File: src/rtl/isp_pkg.sv
package isp_pkg;

  typedef enum logic [1:0] {
    OP_BYTE_PROG  = 2'b00,
    OP_PROTECT    = 2'b01,
    OP_PAGE_ERASE = 2'b10,
    OP_CHIP_ERASE = 2'b11
  } ispOp_e;

  typedef enum logic [1:0] {
    UL_IDLE  = 2'd0,
    UL_KEY1  = 2'd1,
    UL_KEY2  = 2'd2,
    UL_ARMED = 2'd3
  } unlock_e;

  // strobes from control to datapath
  typedef struct packed {
    logic dataWr;   // data register write
    logic fieldWr;  // bank/op field write permitted
    logic launch;   // capture operands, start operation
  } ispStrobe_t;

  localparam int START_POS = 7;
  localparam int BANK_POS  = 5;
  localparam int OP_LSB    = 0;
  localparam int OP_W      = 2;

endpackage

File: src/rtl/isp_ctrl.sv
module isp_ctrl
  import isp_pkg::*;
#(
  parameter int          SFR_AW   = 8,
  parameter int          REG_W    = 8,
  parameter logic [7:0]  DATA_SFR = 8'hF6,
  parameter logic [7:0]  CTRL_SFR = 8'hF7,
  parameter logic [7:0]  KEY_A    = 8'h55,
  parameter logic [7:0]  KEY_B    = 8'hAA
) (
  input  logic              clk,
  input  logic              rstN,
  input  logic              sfrWe,
  input  logic [SFR_AW-1:0] sfrAddr,
  input  logic [REG_W-1:0]  sfrWdata,
  input  logic              flDone,
  output ispStrobe_t        strobe,
  output logic              busy,
  output logic              flReq
);

  localparam logic [SFR_AW-1:0] DATA_A = SFR_AW'(DATA_SFR);
  localparam logic [SFR_AW-1:0] CTRL_A = SFR_AW'(CTRL_SFR);
  localparam logic [REG_W-1:0]  K1     = REG_W'(KEY_A);
  localparam logic [REG_W-1:0]  K2     = REG_W'(KEY_B);

  unlock_e ulState, ulNext;
  logic    dataHit, ctrlHit, otherHit, launch;

  assign dataHit  = sfrWe && (sfrAddr == DATA_A);
  assign ctrlHit  = sfrWe && (sfrAddr == CTRL_A);
  assign otherHit = sfrWe && !dataHit && !ctrlHit;

  // key sequence tracker
  always_comb begin
    ulNext = ulState;
    if (dataHit) begin
      unique case (ulState)
        UL_IDLE:  ulNext = (sfrWdata == K1) ? UL_KEY1 : UL_IDLE;
        UL_KEY1:  ulNext = (sfrWdata == K2) ? UL_KEY2 :
                           (sfrWdata == K1) ? UL_KEY1 : UL_IDLE;
        UL_KEY2:  ulNext = (sfrWdata == K1) ? UL_ARMED : UL_IDLE;
        UL_ARMED: ulNext = (sfrWdata == K1) ? UL_KEY1 : UL_IDLE;
        default:  ulNext = UL_IDLE;
      endcase
    end else if (ctrlHit || otherHit) begin
      ulNext = UL_IDLE;
    end
  end

  assign launch = ctrlHit && (ulState == UL_ARMED) && sfrWdata[START_POS] && !busy;

  always_comb begin
    strobe.dataWr  = dataHit;
    strobe.fieldWr = ctrlHit && !busy;
    strobe.launch  = launch;
  end

  always_ff @(posedge clk) begin
    if (!rstN) begin
      ulState <= UL_IDLE;
      busy    <= 1'b0;
      flReq   <= 1'b0;
    end else begin
      ulState <= ulNext;
      flReq   <= launch;
      if (launch)              busy <= 1'b1;
      else if (busy && flDone) busy <= 1'b0;
    end
  end

  assert_req_pulse_R5: assert property (@(posedge clk) disable iff (!rstN)
    flReq |=> !flReq);
  assert_req_in_op_R5: assert property (@(posedge clk) disable iff (!rstN)
    flReq |-> busy);
  assert_start_needs_key_R4: assert property (@(posedge clk) disable iff (!rstN)
    $rose(busy) |-> $past(ulState == UL_ARMED && ctrlHit));
  assert_stall_holds_R8: assert property (@(posedge clk) disable iff (!rstN)
    (busy && !flDone) |=> busy);
  assert_clear_on_done_R8: assert property (@(posedge clk) disable iff (!rstN)
    (busy && flDone) |=> !busy);
  assert_unlock_consumed_R7: assert property (@(posedge clk) disable iff (!rstN)
    (ctrlHit || otherHit) |=> (ulState == UL_IDLE));

endmodule

File: src/rtl/isp_datapath.sv
module isp_datapath
  import isp_pkg::*;
#(
  parameter int         ADDR_W   = 16,
  parameter int         SFR_AW   = 8,
  parameter int         REG_W    = 8,
  parameter logic [7:0] DATA_SFR = 8'hF6,
  parameter logic [7:0] CTRL_SFR = 8'hF7
) (
  input  logic              clk,
  input  logic              rstN,
  input  ispStrobe_t        strobe,
  input  logic              busy,
  input  logic [SFR_AW-1:0] sfrAddr,
  input  logic [REG_W-1:0]  sfrWdata,
  input  logic [ADDR_W-1:0] tgtAddr,
  output logic [REG_W-1:0]  sfrRdata,
  output logic [OP_W-1:0]   flOp,
  output logic              flBank,
  output logic [ADDR_W-1:0] flAddr,
  output logic [REG_W-1:0]  flData
);

  localparam logic [SFR_AW-1:0] DATA_A = SFR_AW'(DATA_SFR);
  localparam logic [SFR_AW-1:0] CTRL_A = SFR_AW'(CTRL_SFR);

  logic [REG_W-1:0] dataReg;
  logic [OP_W-1:0]  opReg;
  logic             bankReg;
  logic [REG_W-1:0] ctrlView;

  always_ff @(posedge clk) begin
    if (!rstN) begin
      dataReg <= '0;
      opReg   <= '0;
      bankReg <= 1'b0;
      flOp    <= '0;
      flBank  <= 1'b0;
      flAddr  <= '0;
      flData  <= '0;
    end else begin
      if (strobe.dataWr) dataReg <= sfrWdata;
      if (strobe.fieldWr) begin
        opReg   <= sfrWdata[OP_LSB +: OP_W];
        bankReg <= sfrWdata[BANK_POS];
      end
      if (strobe.launch) begin
        flOp   <= sfrWdata[OP_LSB +: OP_W];
        flBank <= sfrWdata[BANK_POS];
        flAddr <= tgtAddr;
        flData <= dataReg;
      end
    end
  end

  always_comb begin
    ctrlView                      = '0;
    ctrlView[START_POS]           = busy;
    ctrlView[BANK_POS]            = bankReg;
    ctrlView[OP_LSB +: OP_W]      = opReg;
  end

  always_comb begin
    if (sfrAddr == DATA_A)      sfrRdata = dataReg;
    else if (sfrAddr == CTRL_A) sfrRdata = ctrlView;
    else                        sfrRdata = '0;
  end

  assert_fields_frozen_R9: assert property (@(posedge clk) disable iff (!rstN)
    busy |=> ($stable(opReg) && $stable(bankReg)));
  assert_latch_held_R5: assert property (@(posedge clk) disable iff (!rstN)
    busy |=> ($stable(flAddr) && $stable(flData) && $stable(flOp) && $stable(flBank)));

endmodule

File: src/rtl/flash_isp_ctrl.sv
module flash_isp_ctrl
  import isp_pkg::*;
#(
  parameter int         ADDR_W   = 16,
  parameter int         SFR_AW   = 8,
  parameter int         REG_W    = 8,
  parameter logic [7:0] DATA_SFR = 8'hF6,
  parameter logic [7:0] CTRL_SFR = 8'hF7
) (
  input  logic              clk,
  input  logic              rstN,
  input  logic              sfrWe,
  input  logic [SFR_AW-1:0] sfrAddr,
  input  logic [REG_W-1:0]  sfrWdata,
  output logic [REG_W-1:0]  sfrRdata,
  input  logic [ADDR_W-1:0] tgtAddr,
  output logic              flReq,
  output logic [1:0]        flOp,
  output logic              flBank,
  output logic [ADDR_W-1:0] flAddr,
  output logic [REG_W-1:0]  flData,
  input  logic              flDone,
  output logic              cpuStall
);

  ispStrobe_t strobe;
  logic       busy;

  isp_ctrl #(
    .SFR_AW(SFR_AW), .REG_W(REG_W), .DATA_SFR(DATA_SFR), .CTRL_SFR(CTRL_SFR)
  ) i_ctrl (
    .clk(clk), .rstN(rstN), .sfrWe(sfrWe), .sfrAddr(sfrAddr),
    .sfrWdata(sfrWdata), .flDone(flDone), .strobe(strobe),
    .busy(busy), .flReq(flReq)
  );

  isp_datapath #(
    .ADDR_W(ADDR_W), .SFR_AW(SFR_AW), .REG_W(REG_W),
    .DATA_SFR(DATA_SFR), .CTRL_SFR(CTRL_SFR)
  ) i_dp (
    .clk(clk), .rstN(rstN), .strobe(strobe), .busy(busy),
    .sfrAddr(sfrAddr), .sfrWdata(sfrWdata), .tgtAddr(tgtAddr),
    .sfrRdata(sfrRdata), .flOp(flOp), .flBank(flBank),
    .flAddr(flAddr), .flData(flData)
  );

  assign cpuStall = busy;

endmodule

File: config.mk
export PLATFORM = sky130hd
export DESIGN_NAME = flash_isp_ctrl
export DESIGN_NICKNAME = d
export VERILOG_FILES = /design/src/rtl/isp_pkg.sv /design/src/rtl/isp_ctrl.sv /design/src/rtl/isp_datapath.sv /design/src/rtl/flash_isp_ctrl.sv
export SDC_FILE = /design/constraint.sdc
export NUM_CORES = 1
export LEC_CHECK = 0
export CORE_MARGIN = 2
export CORE_UTILIZATION = 43
export DETAILED_ROUTE_END_ITERATION = 16
export PLACE_DENSITY_LB_ADDON = 0.08
export SKIP_LAST_GASP = 1
export SYNTH_ARGS = -nofsm -noshare
export SYNTH_HDL_FRONTEND = slang
export SYNTH_SLANG_ARGS = --single-unit
File: constraint.sdc
create_clock -name clk -period 1.94 [get_ports clk]
set_input_delay 0.291 -clock clk [delete_from_list [all_inputs] [get_ports clk]]
set_output_delay 0.291 -clock clk [all_outputs]
set_load 0.05 [all_outputs]
# Word level (Yosys, flattened, before mapping)
# Index checks and enable logic that the tools add are counted.
[totals]
in_bits = 36
mem_count = 0
reg_bits = 42
romBits = 0
output_inout_bits = 37
mem_bits_rw = 0
wordCells = 44
latch_bits = 0
[classes]
n_shift = 0
n_reduce_logical = 17
n_div = 0
mul = 0
bitwise = 0
muxes = 10
n_addsub = 0
n_eq_ne = 7
n_lt_le_gt_ge = 0
[ops]
columns = ["operator", "count"]
rows = [
  ["8-bit equality test (second input constant)", 3],
  ["8-bit 2-to-1 mux", 2],
  ["1-bit logical AND", 9],
  ["8-bit by 7-bit equality test with 1-bit output (second input constant)", 1],
  ["2-bit 2-to-1 mux", 4],
  ["2-bit case mux with 3 select lines", 1],
  ["2-bit equality test (second input constant)", 2],
  ["2-bit nonzero test", 2],
  ["1-bit zero test", 3],
  ["1-bit 2-to-1 mux", 3],
  ["2-bit by 1-bit equality test with 1-bit output (second input constant)", 1],
  ["2-bit zero test", 1],
  ["2-bit OR reduction", 1],
  ["1-bit logical OR", 1],
]

# Longest topological paths before layout
# Gate-level depths: netlist (run 1).
[depth]
depth_word = 8
mapped_depth = 7
ltp_nobuf = 5

# Hierarchy
# A second synthesis (run 1) with hierarchy kept.
[hier_totals]
cells_unflattened = 175
hier_area_um2 = 1931.9
[modules_own_cells]
columns = ["module", "area_per_inst_um2", "cells_each", "instances", "seq_area_each_um2"]
rows = [
  ["isp_datapath", 1592.8, 142, 1, 760.7],
  ["isp_ctrl", 339.1, 33, 1, 80.1],
]

# Worst setup path before layout (run 1)
# Ideal clock, no wire load.
[synth_path]
kind = "in2out"
startpoint = "input port sfrAddr[3]"
endpoint = "output port sfrRdata[0]"
arrival_time_ns = 1.382
setup_slack_ns = 0.267
n_path_buf = 0
cell_stages = 3
required_time_ns = 1.649
cell_sequence = "nand4b_4 -> nor3_2 -> a22o_1"
[synth_between]
elab_chain_cells = 3
word_cells_on_any_way = 4
classes_between = "2 x eq/ne; 2 x mux"
[synth_lines]
columns = ["item", "line_no", "source"]
rows = [
  ["start, declared", "flash_isp_ctrl.sv:13", "input logic [SFR_AW-1:0] sfrAddr,"],
  ["8-bit equality test", "isp_datapath.sv:65", "else if (sfrAddr == CTRL_A) sfrRdata = ctrlView;"],
  ["8-bit 2-to-1 mux", "isp_datapath.sv:65", ""],
  ["8-bit 2-to-1 mux *", "isp_datapath.sv:64", "if (sfrAddr == DATA_A) sfrRdata = dataReg;"],
  ["end, declared", "flash_isp_ctrl.sv:15", "output logic [REG_W-1:0] sfrRdata,"],
]
# Every way passes the cells marked *; elsewhere a longest branch is shown, timed or not.

# Worst setup path after layout (run 1)
[layout_path]
startpoint = "input port sfrAddr[4]"
endpoint = "output port sfrRdata[7]"
# The elaborated chain is that of the path after synthesis.

==> flow_summary_export.csv, run 1 <==
group,metric,value,unit
outcome,outcome,"complete, no violations",
cts,postCtsHoldBufs,0,
setup_path,worst-path-buf-inv,3,
worst_hold_path,min_from,"i_dp.flAddr[8]",
setup_path,path_max_fanout,10,
setup_path,critPathKind,"input pin to output port",
cts,clk_latency,0.29,ns
floorplanning,die-height,69.3,µm
timing,fmax,0.519,GHz
power_and_ir_drop,clkPwrFrac,34.2,%
timing,finalCriticalPeriod,1.93,ns
cells_and_area,seqCellArea,841,µm²
worst_hold_path,whs_endpoint,"i_dp.flAddr[8]",
floorplanning,coreArea,0.00406,mm²
power_and_ir_drop,p_sw,0.305,mW
worst_hold_path,min_path_cells,2,
timing,setup-tns-final,0,ns
setup_path,crit_path_end_kind,"output port",
yosys,syn_area_per_cell,10.9,µm²
global_routing,grt-ovfl-total,0,
setup_path,r2r.worst_path.cells,6,
cells_and_area,antennaDiodeCount,0,
drt,drtIter0Drc,31,
cells_and_area,fill_cells,305,
cts,cts_tree,"done",
setup_path,crit_arrival,1.64,ns
cts,path_clk_slew,0.07,ns
timing,setup_viol,0,
timing,slew_viol_final,0,
timing,fin_skew,0.00236,ns
yosys,synth-simple-area-share,23.8,%
cells_and_area,area_delta_synth_final,54.7,%
yosys,synth_top_family_by_area,"simple AND/OR/NAND/NOR gates",
power_and_ir_drop,seqPwrFrac,57.4,%
placed_design,detailed_place_hpwl,3.18,mm
power_and_ir_drop,ir_drop,0.337,mV
global_routing,grt_max_degree,21,
drt,drtAntennaViolNets,0,
yosys,synth_nets,207,
cells_and_area,nets,292,
power_and_ir_drop,leakage,1.02,nW
cells_and_area,drive_above_1_share,12.6,%
global_routing,grt_first_pass_wirelength,6.99,mm
yosys,synth_edf_count,0,
drt,wl,4.10,mm
setup_path,required,1.65,ns
yosys,ys_seq_area_share,45.9,%
setup_path,cpMaxStageDelayCell,"clkdlybuf4s50_1",
yosys,synthAdderAreaFrac,2.05,%
floorplanning,initial_utilization,45.1,%
power_and_ir_drop,pwr-share-comb,8.4,%
setup_path,r2r_start,"i_ctrl.ulState[1]",
cts,clockBufferDepth,2,
drt,avgViaCountPerCell,4.90,
yosys,synth.area.top_cells,"dfxtp_1 (46%), mux2i_1 (21%), nor2b_1 (13%)",
power_and_ir_drop,p_int,1.20,mW
drt,vias,1485,
setup_path,cp_cell_sequence,"clkdlybuf4s50_1 -> nand4b_4 -> nor3_2 -> buf_6 -> a22o_1 -> buf_12",
global_routing,antenna_found_initial,0,
setup_path,regToRegEndpoint,"i_dp.flData[5]",
timing,hold_slack,0.520,ns
cts,cts_sinks,42,
timing,period_share,99.3,%
floorplanning,rows,23,
power_and_ir_drop,p_sw_share,20.3,%
setup_path,cpPeakStageDelay,0.50,ns
yosys,syn_inst,168,
setup_path,start_kind,"input pin",
global_routing,grt_pass1_vias,1534,
yosys,yosys_warnings,0,
worst_hold_path,holdCritPathClass,"flop to flop",
timing,rsz0062_at_grt,"true",
yosys,syn_area,0.00183,mm²
timing,maxSlewHeadroom,65.5,%
placed_design,globalplace.congestion,0.756,
yosys,post-synth-top-count-cell,"dfxtp_1",
setup_path,regToRegSetupSlack,0.36,ns
drt,drc_errors,0,
floorplanning,die_w,69.3,µm
cts,htree_num_levels,2,
yosys,synthTopCellsByCount,"dfxtp_1 (42), nor2b_1 (39), mux2i_1 (38)",
yosys,synth.distinct_cells,27,
cts,cts_made_buffers,5,
run,maxCapViolCount,0,
power_and_ir_drop,power_density,530,mW/mm²
drt,firstDrtPassIters,4,
yosys,synth-seq-cells,42,
timing,finalHoldViolations,0,
yosys,dominantRegCellSynth,"dfxtp_1",
yosys,async_flop_share,0,%
yosys,yosys-mux-area-fraction,20.8,%
yosys,yosys.area.top_type,"dfxtp_1",
yosys,synth_compound_area_share,3.62,%
floorplanning,dieArea,0.00480,mm²
timing,tightest_slew,0.516,ns
cells_and_area,multi_input_area,926,µm²
drt,wire_per_inst,13.5,µm
yosys,synth_top_area_share,45.9,%
placed_design,portBuffers,72,
setup_path,critical_path.top_delay_family,"buffers and inverters",
floorplanning,io_pins,73,
cts,cts_root_buf,"clkbuf_8",
global_routing,track_usage,17.8,%
yosys,synth-xor-area-share,0,%
logic make-up (layout without fill, tap and decap cells):
group / after synthesis / after routing
simple gates: 64 / 64
flops: 42 / 42
mux: 38 / 38
buf+inv: 13 / 98
compound gates: 8 / 8
fa+ha+maj: 3 / 3
metrics by stage:
stage / cell area (µm²) / setup slack, ns / power, mW / cells / utilization (%)
after global placement: 2750 / -0.0130 / 1.01 / 295 / 67.7
after floorplan: 1830 / 0.267 / 0.911 / 168 / -
after global routing: 2830 / -0.0556 / 1.57 / 303 / 69.8
after detailed placement: 2750 / -0.0726 / 1.01 / 295 / 67.7
after CTS: 2820 / 0.00234 / 1.53 / 302 / 69.6
final: 2830 / 0.0133 / 1.50 / 303 / 69.8
cell usage in the layout (no fill, tap or decap), drive strengths merged, types with 4 or more instances in the layout:
cell type / instances
inv: 5
nor2b: 39
buf: 22
and2: 5
mux2i: 38
a22o: 4
nand3: 4
dfxtp: 42
clkbuf: 7
clkdlybuf4s50: 64
sequential cells by signal (all words and copies together), names as in the netlist, 2 cells and up:
register and count:
i_dp.opReg 2, i_dp.dataReg 8, i_dp.flAddr 16, i_ctrl.ulState 2, i_dp.flOp 2, i_dp.flData 8
worst max path at each step:
stage          depth (start not counted)              to  slack, ns  startpoint
2_1_floorplan                          3     sfrRdata[0]       0.27  sfrAddr[3]
3_3_place_gp                           7  i_dp.flData[5]      -0.01  sfrAddr[4]
3_5_place_dp                           7  i_dp.flData[5]      -0.07  sfrAddr[4]
4_1_cts                                6     sfrRdata[7]      0.002  sfrAddr[4]
5_1_grt                                6     sfrRdata[0]      -0.06  sfrAddr[4]
6_report                               6     sfrRdata[7]       0.01  sfrAddr[4]
layer usage:
layer / vias up / part of all wire (%) / wire length (µm) / global-route usage (%)
met2: 51 / 48 / 1970 / 30.3
met1: 678 / 44 / 1820 / 21.0
li1: 748 / - / - / -
met5: - / 0 / 0 / 0
met3: 8 / 5.7 / 234 / 5.67
met4: 0 / 1.9 / 76 / 6.32
worst register-to-register path, cell delays in order, from the launching register on:
cell and delay, ns:
dfxtp_1 0.39, ha_1 0.18, nand4b_1 0.15, nor3_4 0.19, buf_4 0.25, mux2i_1 0.26
nor2b_1 0.07
power by group through the flow:
stage                     clock network [mW]  registers (mW)  logic [mW]
after floorplan                            0           0.882      0.0290
after global placement                     0           0.882       0.124
after detailed placement                   0           0.882       0.127
after CTS                              0.537           0.862       0.127
after global routing                   0.569           0.862       0.135
final                                  0.514           0.862       0.126
cell type report:
type / instances / share of cell area [%]
Sequential cell: 42 / 29.7
Tap cell: 50 / 2.21
Clock buffer: 7 / 2.69
Inverter: 5 / 0.662
Multi-Input combinational cell: 113 / 32.7
Timing Repair Buffer: 86 / 32.1
repair_timing:
action                     CTS  global route
setup buffers                0             1
setup endpoints to repair    0             8
gates resized for setup      0             1
Power figures use the tool's default switching activity.
==> inputs of run 2 (changes only) <==
--- a/config.mk
+++ b/config.mk
@@ -7,6 +7,7 @@
 export LEC_CHECK = 0
 export CORE_MARGIN = 2
 export CORE_UTILIZATION = 43
+export CTS_CLUSTER_SIZE = 25
 export DETAILED_ROUTE_END_ITERATION = 16
 export PLACE_DENSITY_LB_ADDON = 0.08
 export SKIP_LAST_GASP = 1
==> results of run 2 <==
Final layout, timing and power as in run 1 (identical DEF).
